[src/rtl/ptpc_pkg.sv]
package ptpc_pkg;
  typedef enum logic [2:0] {
    MD_OFF     = 3'd0,
    MD_V1_SYNC = 3'd1,
    MD_V1_DREQ = 3'd2,
    MD_V2_EVT  = 3'd3,
    MD_ALL     = 3'd4
  } mode_e;

  localparam int ETH_TYPE_HI_OFS = 12;
  localparam int ETH_TYPE_LO_OFS = 13;
  localparam int IP_VIHL_OFS     = 14;
  localparam int IP_PROTO_OFS    = 23;
  localparam int UDP_HDR_LEN     = 8;
  localparam int V1_CTRL_OFS     = 32;
endpackage

[src/rtl/ptpc_pos.sv]
module ptpc_pos #(
  parameter int CNT_W = 7
) (
  input  logic             clk,
  input  logic             rst_n,
  input  logic             s_valid,
  input  logic             s_first,
  output logic [CNT_W-1:0] idx
);
  logic [CNT_W-1:0] cnt_q, cnt_d;

  assign idx = s_first ? '0 : cnt_q;

  always_comb begin
    cnt_d = cnt_q;
    if (s_valid && (idx != {CNT_W{1'b1}})) cnt_d = idx + CNT_W'(1);
    else if (s_valid) cnt_d = idx;
  end

  always_ff @(posedge clk or negedge rst_n) begin
    if (!rst_n) cnt_q <= '0;
    else if (s_valid) cnt_q <= cnt_d;
  end
endmodule

[src/rtl/ptpc_fields.sv]
module ptpc_fields
  import ptpc_pkg::*;
#(
  parameter int          CNT_W     = 7,
  parameter logic [15:0] ETYPE_PTP = 16'h88F7,
  parameter logic [15:0] ETYPE_IP4 = 16'h0800
) (
  input  logic             clk,
  input  logic             rst_n,
  input  logic             s_valid,
  input  logic [7:0]       s_data,
  input  logic [CNT_W-1:0] idx,
  output logic [7:0]       prev_byte,
  output logic             is_l2,
  output logic             is_ip,
  output logic [CNT_W-1:0] udp_base,
  output logic [CNT_W-1:0] ptp_base
);
  localparam logic [CNT_W-1:0] IP_START = CNT_W'(IP_VIHL_OFS);
  localparam logic [CNT_W-1:0] UDP_LEN  = CNT_W'(UDP_HDR_LEN);

  logic [7:0] prev_q, prev_d;
  logic [3:0] ihl_q, ihl_d;
  logic       l2_q, l2_d, ip_q, ip_d;

  always_comb begin
    prev_d = prev_q;
    ihl_d  = ihl_q;
    l2_d   = l2_q;
    ip_d   = ip_q;
    if (s_valid) begin
      prev_d = s_data;
      if (idx == '0) begin
        l2_d = 1'b0;
        ip_d = 1'b0;
      end
      if (idx == CNT_W'(ETH_TYPE_LO_OFS)) begin
        l2_d = ({prev_q, s_data} == ETYPE_PTP);
        ip_d = ({prev_q, s_data} == ETYPE_IP4);
      end
      if (idx == IP_START) ihl_d = s_data[3:0];
    end
  end

  always_ff @(posedge clk or negedge rst_n) begin
    if (!rst_n) begin
      prev_q <= '0;
      ihl_q  <= '0;
      l2_q   <= 1'b0;
      ip_q   <= 1'b0;
    end else if (s_valid) begin
      prev_q <= prev_d;
      ihl_q  <= ihl_d;
      l2_q   <= l2_d;
      ip_q   <= ip_d;
    end
  end

  assign prev_byte = prev_q;
  assign is_l2     = l2_q;
  assign is_ip     = ip_q;
  assign udp_base  = IP_START + CNT_W'({ihl_q, 2'b00});
  assign ptp_base  = l2_q ? IP_START : (udp_base + UDP_LEN);
endmodule

[src/rtl/ptpc_verdict.sv]
module ptpc_verdict
  import ptpc_pkg::*;
#(
  parameter int          CNT_W     = 7,
  parameter logic [15:0] ETYPE_PTP = 16'h88F7,
  parameter logic [15:0] ETYPE_IP4 = 16'h0800,
  parameter logic [7:0]  UDP_PROTO = 8'd17,
  parameter logic [15:0] EVT_PORT  = 16'd319
) (
  input  logic             clk,
  input  logic             rst_n,
  input  logic             s_valid,
  input  logic             s_first,
  input  logic             s_last,
  input  logic [7:0]       s_data,
  input  logic [CNT_W-1:0] idx,
  input  logic [7:0]       prev_byte,
  input  logic             is_l2,
  input  logic             is_ip,
  input  logic [CNT_W-1:0] udp_base,
  input  logic [CNT_W-1:0] ptp_base,
  input  logic [2:0]       cfg_mode,
  input  logic             cfg_l2_en,
  input  logic             cfg_l4_en,
  input  logic             cfg_sport_chk,
  output logic             res_vld,
  output logic             res_hit
);
  mode_e       mode;
  logic        is_v1;
  logic        live;
  logic        dec, hit;
  logic        done_q, done_d;
  logic        vld_q, hit_q;
  logic [15:0] word;

  assign mode  = mode_e'(cfg_mode);
  assign is_v1 = (mode == MD_V1_SYNC) || (mode == MD_V1_DREQ);
  assign live  = s_valid && (s_first || !done_q);
  assign word  = {prev_byte, s_data};

  always_comb begin
    dec = 1'b0;
    hit = 1'b0;
    if (live) begin
      case (mode)
        MD_ALL: begin
          if (idx == '0) begin
            dec = 1'b1;
            hit = 1'b1;
          end
        end
        MD_V1_SYNC, MD_V1_DREQ, MD_V2_EVT: begin
          if (idx == CNT_W'(ETH_TYPE_LO_OFS)) begin
            if (word == ETYPE_PTP) dec = !(cfg_l2_en && (mode == MD_V2_EVT));
            else if (word == ETYPE_IP4) dec = !cfg_l4_en;
            else dec = 1'b1;
          end else if (idx > CNT_W'(ETH_TYPE_LO_OFS) && (is_ip || is_l2)) begin
            if (is_ip && idx == CNT_W'(IP_VIHL_OFS)) begin
              dec = (s_data[7:4] != 4'd4) || (s_data[3:0] < 4'd5);
            end else if (is_ip && idx == CNT_W'(IP_PROTO_OFS)) begin
              dec = (s_data != UDP_PROTO);
            end else if (is_ip && idx == udp_base + CNT_W'(1)) begin
              dec = cfg_sport_chk && (word != EVT_PORT);
            end else if (is_ip && idx == udp_base + CNT_W'(3)) begin
              dec = (word != EVT_PORT);
            end else if (idx == ptp_base + CNT_W'(1)) begin
              if (mode == MD_V2_EVT) begin
                dec = 1'b1;
                hit = (s_data[3:0] == 4'd2) && (prev_byte[3:0] < 4'd4);
              end else begin
                dec = (s_data[3:0] != 4'd1);
              end
            end else if (is_v1 && idx == ptp_base + CNT_W'(V1_CTRL_OFS)) begin
              dec = 1'b1;
              hit = (s_data == ((mode == MD_V1_SYNC) ? 8'd0 : 8'd1));
            end
          end
        end
        default: begin
          if (idx == '0) dec = 1'b1;
        end
      endcase
      if (s_last && !dec) begin
        dec = 1'b1;
        hit = 1'b0;
      end
    end
  end

  always_comb begin
    done_d = done_q;
    if (s_valid) done_d = dec ? 1'b1 : (s_first ? 1'b0 : done_q);
  end

  always_ff @(posedge clk or negedge rst_n) begin
    if (!rst_n) begin
      done_q <= 1'b0;
      vld_q  <= 1'b0;
      hit_q  <= 1'b0;
    end else begin
      if (s_valid) done_q <= done_d;
      vld_q <= dec;
      hit_q <= dec && hit;
    end
  end

  assign res_vld = vld_q;
  assign res_hit = hit_q;

  // a verdict is never repeated unless a new frame begins
  p_single_verdict_r2: assert property (@(posedge clk) disable iff (!rst_n)
    (res_vld && !(s_valid && s_first)) |=> !res_vld);

  // an undecided frame is settled by the cycle after its last byte
  p_last_settles_r2: assert property (@(posedge clk) disable iff (!rst_n)
    (s_valid && s_last && (s_first || !done_q)) |=> res_vld);

  // the all-frames mode hits on the first byte
  p_all_mode_r3: assert property (@(posedge clk) disable iff (!rst_n)
    (s_valid && s_first && cfg_mode == 3'd4) |=> (res_vld && res_hit));

  // off and unused codes never hit
  p_off_mode_r3: assert property (@(posedge clk) disable iff (!rst_n)
    (res_vld && ($past(cfg_mode) == 3'd0 || $past(cfg_mode) > 3'd4)) |-> !res_hit);

  // a V1 hit only comes from an IPv4 frame
  p_v1_needs_ip_r8: assert property (@(posedge clk) disable iff (!rst_n)
    (res_hit && ($past(cfg_mode) == 3'd1 || $past(cfg_mode) == 3'd2)) |-> $past(is_ip));

  // a hit is always part of a verdict
  p_hit_in_verdict_r1: assert property (@(posedge clk) disable iff (!rst_n)
    res_hit |-> res_vld);
endmodule

[src/rtl/ptp_evt_classifier.sv]
module ptp_evt_classifier
  import ptpc_pkg::*;
#(
  parameter int          CNT_W     = 7,
  parameter logic [15:0] ETYPE_PTP = 16'h88F7,
  parameter logic [15:0] ETYPE_IP4 = 16'h0800,
  parameter logic [7:0]  UDP_PROTO = 8'd17,
  parameter logic [15:0] EVT_PORT  = 16'd319
) (
  input  logic       clk,
  input  logic       rst_n,
  input  logic       s_valid,
  input  logic       s_first,
  input  logic       s_last,
  input  logic [7:0] s_data,
  input  logic [2:0] cfg_mode,
  input  logic       cfg_l2_en,
  input  logic       cfg_l4_en,
  input  logic       cfg_sport_chk,
  output logic       res_vld,
  output logic       res_hit
);
  logic [1:0]       rs_q;
  logic             rst_i_n;
  logic [CNT_W-1:0] idx;
  logic [7:0]       prev_byte;
  logic             is_l2, is_ip;
  logic [CNT_W-1:0] udp_base, ptp_base;

  always_ff @(posedge clk or negedge rst_n) begin
    if (!rst_n) rs_q <= 2'b00;
    else rs_q <= {rs_q[0], 1'b1};
  end
  assign rst_i_n = rs_q[1];

  ptpc_pos #(.CNT_W(CNT_W)) u_pos (
    .clk(clk), .rst_n(rst_i_n), .s_valid(s_valid), .s_first(s_first), .idx(idx)
  );

  ptpc_fields #(.CNT_W(CNT_W), .ETYPE_PTP(ETYPE_PTP), .ETYPE_IP4(ETYPE_IP4)) u_fields (
    .clk(clk), .rst_n(rst_i_n), .s_valid(s_valid), .s_data(s_data), .idx(idx),
    .prev_byte(prev_byte), .is_l2(is_l2), .is_ip(is_ip),
    .udp_base(udp_base), .ptp_base(ptp_base)
  );

  ptpc_verdict #(.CNT_W(CNT_W), .ETYPE_PTP(ETYPE_PTP), .ETYPE_IP4(ETYPE_IP4),
                 .UDP_PROTO(UDP_PROTO), .EVT_PORT(EVT_PORT)) u_verdict (
    .clk(clk), .rst_n(rst_i_n), .s_valid(s_valid), .s_first(s_first), .s_last(s_last),
    .s_data(s_data), .idx(idx), .prev_byte(prev_byte), .is_l2(is_l2), .is_ip(is_ip),
    .udp_base(udp_base), .ptp_base(ptp_base), .cfg_mode(cfg_mode),
    .cfg_l2_en(cfg_l2_en), .cfg_l4_en(cfg_l4_en), .cfg_sport_chk(cfg_sport_chk),
    .res_vld(res_vld), .res_hit(res_hit)
  );
endmodule

[config.mk]
export PLATFORM = sky130hd
export DESIGN_NAME = ptp_evt_classifier
export DESIGN_NICKNAME = d
export VERILOG_FILES = /design/src/rtl/ptpc_pkg.sv /design/src/rtl/ptpc_pos.sv /design/src/rtl/ptpc_fields.sv /design/src/rtl/ptpc_verdict.sv /design/src/rtl/ptp_evt_classifier.sv
export SDC_FILE = /design/constraint.sdc
export NUM_CORES = 1
export LEC_CHECK = 0
export BUFFER_PORTS_ARGS = -buffer_cell sky130_fd_sc_hd__buf_2
export CAP_MARGIN = 20
export CORE_MARGIN = 10
export CORE_UTILIZATION = 55
export CTS_CLUSTER_SIZE = 14
export DETAILED_ROUTE_END_ITERATION = 16
export PLACE_DENSITY = 0.8
export SLEW_MARGIN = 20
export SYNTH_ARGS = -nofsm -noshare
export SYNTH_HDL_FRONTEND = slang
export SYNTH_SLANG_ARGS = --single-unit
export TNS_END_PERCENT = 50
[constraint.sdc]
create_clock -name clk -period 1.1 [get_ports clk]
set_clock_uncertainty 0.2 [all_clocks]
set_input_delay 0.165 -clock clk [delete_from_list [all_inputs] [get_ports clk]]
set_output_delay 0.165 -clock clk [all_outputs]
set_load 0.01 [all_outputs]
==> results.json, run 1 <==
{
  "final_core_util_pct": 92.5,
  "area_growth_pct": 61.7,
  "cts-root-buf": "clkbuf_8",
  "fin_crit_ns": 2.85,
  "crit_path_end_kind": "register",
  "grt_overflow": 0,
  "dpl.hpwl_um": 5300,
  "synth_edf_count": 0,
  "violations": "setup timing",
  "r2r-start": "u_fields.ihl_q[2]$_DFFE_PN0P_",
  "synth_ff_type": "dfrtp_1",
  "numClockSinks": 26,
  "arrival_ns": 2.80,
  "ys_seq_elements": 26,
  "synthTopCellsByArea": "dfrtp_1 (31%), mux2_2 (5.9%), ha_1 (4.7%)",
  "finalWeightedCongestion": 0.895,
  "outcome": "finished, violations left",
  "grt_start_max_net_pins": 21,
  "synth_area_per_cell_sq_um": 8.83,
  "die_x_um": 81.9,
  "postSynthCellCount": 239,
  "final_cell_mix": "buf_4 (77), dfrtp_1 (26), buf_2 (20)",
  "switching_share_pct": 35.3,
  "cts_buffer_depth": 2,
  "wl_per_cell_um": 31.7,
  "drc_errors": 0,
  "synthArstFlopShare_pct": 100,
  "drv_slew": 0,
  "setup_violations": 22,
  "rr_worst_depth": 10,
  "yosysWarnings": 0,
  "power.switching_w": 0.000949,
  "r2r_slack_ns": -1.75,
  "syn_nets": 266,
  "numCtsBuffers": 3,
  "place_inst": 377,
  "hold_slack_ns": 0.0696,
  "min_path_type": "reg2async",
  "startpoint_type": "register",
  "finalHoldViolCount": 0,
  "crit_required_ns": 1.05,
  "dr_total_vias": 3070,
  "grt_first_pass_wirelength_um": 15000,
  "drv_cap": 0,
  "irDropWorstVdd_mv": 0.723,
  "routed_wl_um": 12600,
  "grtUsageTotal_pct": 29.6,
  "coreArea_sq_mm": 0.00369,
  "crit_type": "reg2reg",
  "synth_top_area_share_pct": 30.8,
  "preCtsSetupSlack_ns": -1.33,
  "dieHeight_um": 81.9,
  "slew-limit-headroom_pct": 53.2,
  "nNetsFinal": 376,
  "p_int_w": 0.00174,
  "worst_slew_pin_slew_ns": 0.692,
  "syn_area_sq_mm": 0.00211,
  "drive_above_1_share_pct": 54.5,
  "combPwrFrac_pct": 37.1,
  "dr.pass1.iters": 11,
  "power.density_mw_per_mm2": 788,
  "layout_commonest_cell": "buf_4",
  "seqPwrFrac_pct": 40.8,
  "clk_pin_slew_ns": 0.10,
  "core.rowCount": 22,
  "clkPwrFrac_pct": 22.1,
  "dieArea_sq_mm": 0.00671,
  "path_max_fanout": 4,
  "grt_pass1_vias": 2818,
  "htreeDepth": 1,
  "ys_types": 62,
  "initial_core_util_pct": 57.2,
  "clk_latency_ns": 0.29,
  "max_freq_ghz": 0.351,
  "r2r-end": "u_verdict.done_q$_DFFE_PN0P_",
  "fin_crit_sh_pct": 259,
  "io_pins": 21,
  "layout.cells.non_filler": 396,
  "ys_seq_area_share_pct": 30.8,
  "ant_nets": 0,
  "synth_top_area_cell": "dfrtp_1",
  "portBuffers": 20,
  "first_iter_violations": 839,
  "final.setup.worst_slack_ns": -1.75,
  "vias_per_cell": 7.75,
  "p_leak_nw": 1.48,
  "grt_setup_unrepaired": "true",
  "cts_tree": "yes",
  "antenna_found_initial": 1
}
[worst max-delay path by stage]
stage,from,end,depth (start not counted)
CTS,u_fields.ihl_q[0]$_DFFE_PN0P_,u_verdict.res_hit$_DFF_PN0_,10
detailed placement,u_fields.ihl_q[1]$_DFFE_PN0P_,u_verdict.done_q$_DFFE_PN0P_,10
finish,u_fields.ihl_q[2]$_DFFE_PN0P_,u_verdict.done_q$_DFFE_PN0P_,10
global route,u_fields.ihl_q[2]$_DFFE_PN0P_,u_verdict.done_q$_DFFE_PN0P_,9
global placement,u_fields.ihl_q[0]$_DFFE_PN0P_,u_verdict.res_hit$_DFF_PN0_,10
floorplan,u_fields.ihl_q[0]$_DFFE_PN0P_,u_verdict.res_hit$_DFF_PN0_,11
[power groups by stage]
stage / logic [W] / clock network, W / registers (W)
global placement: 0.000641 / 0 / 0.00108
CTS: 0.000771 / 0.000535 / 0.00107
detailed placement: 0.000675 / 0 / 0.00109
floorplan: 0.000301 / 0 / 0.00110
global route: 0.00102 / 0.000617 / 0.00110
finish: 0.000999 / 0.000593 / 0.00110
[worst max-delay path, cell delays in order, from the launching register on]
cell and delay (ns):
dfrtp_1 0.43, buf_4 0.16, ha_1 0.30, o21ai_0 0.15, o21ai_1 0.23, a2111oi_4 0.08, buf_4 0.16, a21oi_1 0.30
o221ai_2 0.20, o211ai_1 0.35, nand2_1 0.15
[synthesized netlist by cell type (all sizes together), types with 2 or more instances]
cell,n
and2,2
nor4b,5
a2111oi,2
o31ai,2
and4,2
a21oi,10
o2111ai,3
a21boi,2
and3,4
ha,8
nand2b,7
o311ai,2
xor2,4
o21a,5
dfrtp,26
xnor2,7
nor3,8
inv,10
and3b,2
nand2,23
o22ai,3
nor3b,4
a21o,2
or3,3
mux2,12
o211ai,5
nor2,9
buf,8
mux2i,2
nor4,3
nand3,10
nand4,10
nor2b,8
o21ai,9
[area by class of cell]
type / instances / area [sq um]
sequential: 26 / 651
tap: 48 / 60.1
multi-input combinational: 194 / 1750
fill: 119 / 277
antenna: 1 / 2.50
clock buffer: 3 / 41.3
timing repair buffer: 114 / 867
inverter: 10 / 42.5
[logic make-up after synthesis]
group | count (synthesis) | synth area share (%)
XOR/XNOR | 12 | 5.63
flip-flops | 26 | 30.8
other | 1 | 0.178
AO/OA/AOI/OAI | 53 | 18.0
buffers and inverters | 19 | 4.33
adder cells (fa/ha/maj) | 8 | 4.75
AND/OR/NAND/NOR | 106 | 28.9
multiplexers | 14 | 7.35
[metal layers]
metal,track usage (%),wire (um),up-vias
met5,0,0,-
met4,21.8,1500,0
met3,6.99,2080,181
met2,48.1,5000,411
met1,33.1,3970,1367
li1,-,-,1111
[timing repair]
action / in CTS / in global routing
pin swaps: 17 / 22
setup buffers: 4 / 10
endpoints found under the hold margin: 8 / 0
setup endpoints to repair: 19 / 29
hold buffers: 3 / 0
resized for setup: 39 / 46
[flip-flops by register name, indices dropped and copies added (netlist names)]
register            count
u_verdict.res_hit       1
u_fields.prev_byte      8
rs_q                    2
u_pos.cnt_q             7
u_fields.is_ip          1
u_verdict.res_vld       1
u_fields.ihl_q          4
u_verdict.done_q        1
u_fields.is_l2          1
[metrics by stage]
stage / total power, W / TNS, ns / cell area (sq um)
6_report: 0.00269 / -19.14 / 3410
5_1_grt: 0.00273 / -19.70 / 3410
4_1_cts: 0.00238 / -14.23 / 3180
3_5_place_dp: 0.00176 / -16.04 / 2890
3_3_place_gp: 0.00172 / -14.86 / 2890
2_1_floorplan: 0.00140 / -11.65 / 2200
Power figures use the tool's default switching activity.
==> inputs of run 2 (changes only) <==
ABC_AREA = 1   (was not set)
SETUP_SLACK_MARGIN = 0.4   (was not set)
==> run 2 against run 1 <==
The run now fails in global routing (5_1_grt). Area after synthesis down 7.7%. Synthesized cell count up 18%.
==> results.json, run 2 <==
{
  "ys_seq_area_share_pct": 33.4,
  "numClockSinks": 26,
  "core.rowCount": 21,
  "crit_endpoint": "u_verdict.done_q$_DFFE_PN0P_/D",
  "cts_buffer_depth": 2,
  "yosysMostFrequentCell": "nand2_1",
  "die_x_um": 79.5,
  "ys_types": 29,
  "synthMuxAreaShare_pct": 0,
  "synthAdderAreaFrac_pct": 5.14,
  "yosys.area_share.simple_pct": 37.5,
  "postSynthCellCount": 282,
  "ys_seq_elements": 26,
  "syn_nets": 309,
  "endpoint_type": "sequential cell input",
  "antenna_found_initial": 0,
  "numCtsBuffers": 3,
  "initial_core_util_pct": 57.4,
  "first-error": "[ERROR DPL-0033] detailed placement checks failed during check placement.",
  "io_pins": 21,
  "portBuffers": 20,
  "cts-root-buf": "clkbuf_4",
  "dpl_cell_area_sq_mm": 0.00280,
  "synth_top_area_share_pct": 33.4,
  "synth-xor-area-share_pct": 4.50,
  "yosysWarnings": 0,
  "dpl.hpwl_um": 5030,
  "synth_ff_type": "dfrtp_1",
  "synth_top_area_cell": "dfrtp_1",
  "dieHeight_um": 79.5,
  "outcome": "did not finish",
  "synth_top_family_by_area": "simple AND/OR/NAND/NOR gates",
  "haltStage": "global routing (5_1_grt)",
  "synthTopCellsByArea": "dfrtp_1 (33%), nand2_1 (12%), inv_1 (8.7%)",
  "synth_edf_count": 0,
  "finalWeightedCongestion": 0.952,
  "synth_compound_area_share_pct": 9.51,
  "place_inst": 428,
  "grt_start_max_net_pins": 17,
  "synth_area_per_cell_sq_um": 6.90,
  "synthArstFlopShare_pct": 100,
  "synth_common_cells": "nand2_1 (64), inv_1 (45), nor2_1 (30)",
  "htreeDepth": 1,
  "syn_area_sq_mm": 0.00195
}
[run 2: cell count changes after synthesis, moves of 5 or more]
cell	previous run	this run
buf_2	5	0
nand2_1	23	64
a21oi_1	10	2
nor2_1	9	30
inv_1	8	45
nand2b_1	7	0
mux2_2	11	0
nand2_2	0	7
nor4b_1	5	0
o21ai_0	9	22
nor2b_1	7	0
[run 2: what timing repair did]
action	4_1_cts
endpoints found under the setup margin	26
setup buffers	11
pin swaps	34
hold endpoints to repair	17
resized for setup	42
hold buffers	1
[run 2: cell families after synthesis]
kind of cell               after synthesis
buffers and inverters                   50
adders and majority gates                8
xor gates and xnor gates                10
and+or+nand+nor                        154
other                                    1
AOI/OAI and AO/OA                       33
DFF                                     26
[run 2: metrics by stage]
step	setup WS, ns	setup TNS [ns]
2_1_floorplan	-1.51	-9.87
3_3_place_gp	-1.56	-14.04
4_1_cts	-1.64	-15.36
3_5_place_dp	-1.69	-15.40
==> inputs of run 3 (changes only) <==
CORE_UTILIZATION = 40   (was 55)
CTS_CLUSTER_SIZE = not set   (was 14)
PLACE_DENSITY = not set   (was 0.8)
PLACE_DENSITY_LB_ADDON = 0.15   (was not set)
SETUP_SLACK_MARGIN = not set   (was 0.4)
==> run 3 against run 2 <==
The flow now finishes, with violations (setup timing). Area after synthesis unchanged. Synthesized cell count stayed put.
==> results.json, run 3 <==
{
  "antenna_found_initial": 0,
  "dpl.hpwl_um": 4760,
  "cts_buffer_depth": 2,
  "switching_share_pct": 27.9,
  "dr_total_vias": 2206,
  "synthArstFlopShare_pct": 100,
  "core.rowCount": 25,
  "cts-root-buf": "clkbuf_8",
  "final.setup.worst_slack_ns": -1.61,
  "drv_cap": 0,
  "drc_errors": 0,
  "synth_top_area_cell": "dfrtp_1",
  "clk_pin_slew_ns": 0.10,
  "max_freq_ghz": 0.369,
  "grt_start_max_net_pins": 25,
  "drv_slew": 0,
  "largest_register_ffs": 8,
  "synth_ff_type": "dfrtp_1",
  "drive_above_1_share_pct": 40.9,
  "ant_nets": 0,
  "numClockSinks": 26,
  "finalHoldViolCount": 0,
  "power.density_mw_per_mm2": 803,
  "startpoint_type": "register",
  "yosysMostFrequentCell": "nand2_1",
  "numCtsBuffers": 3,
  "arrival_ns": 2.69,
  "clkPwrFrac_pct": 32.9,
  "path_max_fanout": 3,
  "dieArea_sq_mm": 0.00806,
  "combPwrFrac_pct": 24.8,
  "crit_required_ns": 1.08,
  "yosysWarnings": 0,
  "cts_tree": "yes",
  "p_leak_nw": 1.56,
  "grt_first_pass_wirelength_um": 10400,
  "synth_edf_count": 0,
  "coreArea_sq_mm": 0.00472,
  "wl_per_cell_um": 12.8,
  "vias_per_cell": 4.73,
  "synthTopCellsByArea": "dfrtp_1 (33%), nand2_1 (12%), inv_1 (8.7%)",
  "synth_top_area_share_pct": 33.4,
  "power.switching_w": 0.000700,
  "layout.cells.non_filler": 466,
  "syn_area_sq_mm": 0.00195,
  "io_pins": 21,
  "routed_wl_um": 5970,
  "layout_commonest_cell": "buf_4",
  "finalWeightedCongestion": 0.898,
  "syn_nets": 309,
  "min_path_type": "in2reg",
  "setup_violations": 18,
  "grt_overflow": 0,
  "grt_setup_unrepaired": "true",
  "dr.pass1.iters": 4,
  "n_antenna_cell": 0,
  "irDropWorstVdd_mv": 0.585,
  "ys_types": 29,
  "p_int_w": 0.00181,
  "crit_type": "reg2reg",
  "grtUsageTotal_pct": 15.1,
  "initial_core_util_pct": 41.2,
  "area_growth_pct": 60.3,
  "crit_path_end_kind": "register",
  "clk_latency_ns": 0.29,
  "nNetsFinal": 427,
  "die_x_um": 89.8,
  "violations": "setup timing",
  "outcome": "finished, violations left",
  "ys_seq_elements": 26,
  "seqPwrFrac_pct": 42.3,
  "synth_area_per_cell_sq_um": 6.90,
  "synth_common_cells": "nand2_1 (64), inv_1 (45), nor2_1 (30)",
  "dieHeight_um": 89.8,
  "final_cell_mix": "buf_4 (83), nand2_1 (60), inv_1 (38)",
  "hold_slack_ns": 0.00630,
  "ys_seq_area_share_pct": 33.4,
  "r2r_slack_ns": -1.61,
  "fin_crit_sh_pct": 247,
  "htreeDepth": 1,
  "place_inst": 450,
  "first_iter_violations": 106,
  "postSynthCellCount": 282,
  "portBuffers": 20,
  "grt_pass1_vias": 2360,
  "fin_crit_ns": 2.71
}
-- run 3: cell counts after synthesis --
Identical to the previous run, type by type.
-- run 3: per-stage QoR --
step	setup slack [ns]	util (%)	instance area (sq um)	TNS (ns)	total power [W]
2_1_floorplan	-1.51	-	2000	-10.11	0.00132
3_3_place_gp	-1.57	59.5	2810	-14.06	0.00163
3_5_place_dp	-1.68	59.5	2810	-14.64	0.00163
4_1_cts	-1.58	64.3	3040	-13.70	0.00250
5_1_grt	-1.85	66.1	3120	-16.34	0.00264
6_report	-1.61	66.1	3120	-14.10	0.00251
-- run 3: kinds of logic after synthesis --
| kind of cell | Yosys count | share of synthesized area, % |
|---|---|---|
| adder cells (fa/ha/maj) | 8 | 5.14 |
| buffers and inverters | 50 | 9.77 |
| AO/OA/AOI/OAI | 33 | 9.51 |
| AND/OR/NAND/NOR | 154 | 37.5 |
| other | 1 | 0.193 |
| XOR/XNOR | 10 | 4.50 |
| flip-flops | 26 | 33.4 |
-- run 3: metal layers --
metal,routed length [um],track usage (%),vias up
met5,0,0,-
met4,160,6.60,0
met3,149,2.16,11
met2,2890,26.4,36
met1,2760,17.9,1006
li1,-,-,1153
-- run 3: path summary, 6_finish.rpt --
kind	from	to	cells after the start
min in group asynchronous	rs_q[1]$_DFF_PN0_	u_fields.prev_byte[4]$_DFFE_PN0P_	1
setup reg to reg	u_fields.ihl_q[0]$_DFFE_PN0P_	u_verdict.res_hit$_DFF_PN0_	19
hold reg to reg	rs_q[1]$_DFF_PN0_	u_fields.prev_byte[4]$_DFFE_PN0P_	1
hold / removal	s_data[5]	u_fields.prev_byte[5]$_DFFE_PN0P_	4
max in group asynchronous	rst_n	rs_q[0]$_DFF_PN0_	3
setup / recovery	u_fields.ihl_q[0]$_DFFE_PN0P_	u_verdict.res_hit$_DFF_PN0_	19
-- run 3: worst max-delay path, stage by stage (launching register included) --
cell,delay (ns)
dfrtp_1,0.40
inv_2,0.08
ha_4,0.14
nand2_1,0.06
nand2_2,0.07
inv_2,0.05
ha_4,0.26
nand2_4,0.05
xnor2_2,0.13
nand4_1,0.12
nor2_1,0.11
nand2_1,0.07
nor2_2,0.11
nand2_2,0.08
buf_4,0.14
buf_4,0.13
a31oi_4,0.13
a2111oi_2,0.05
a21oi_1,0.15
nor2_1,0.05
-- run 3: timing repair --
action,4_1_cts,5_1_grt
setup endpoints to repair,18,18
buffers inserted,4,7
endpoints found under the hold margin,5,0
hold buffers,4,0
pin swaps,22,10
gates cloned,0,0
resized for setup,22,14
-- run 3: layout make-up --
| type | instances | area (sq um) |
|---|---|---|
| tap | 67 | 83.8 |
| clock inverter | 1 | 30.0 |
| inverter | 48 | 185 |
| multi-input combinational | 206 | 1270 |
| fill | 403 | 1600 |
| clock buffer | 3 | 41.3 |
| timing repair buffer | 115 | 862 |
| sequential | 26 | 651 |
-- run 3: power groups by stage --
stage	sequential (W)	clock (W)	combinational (W)
finish	0.00106	0.000825	0.000622
floorplan	0.00108	0	0.000239
global route	0.00107	0.000871	0.000697
global placement	0.00107	0	0.000555
detailed placement	0.00107	0	0.000557
CTS	0.00106	0.000839	0.000602
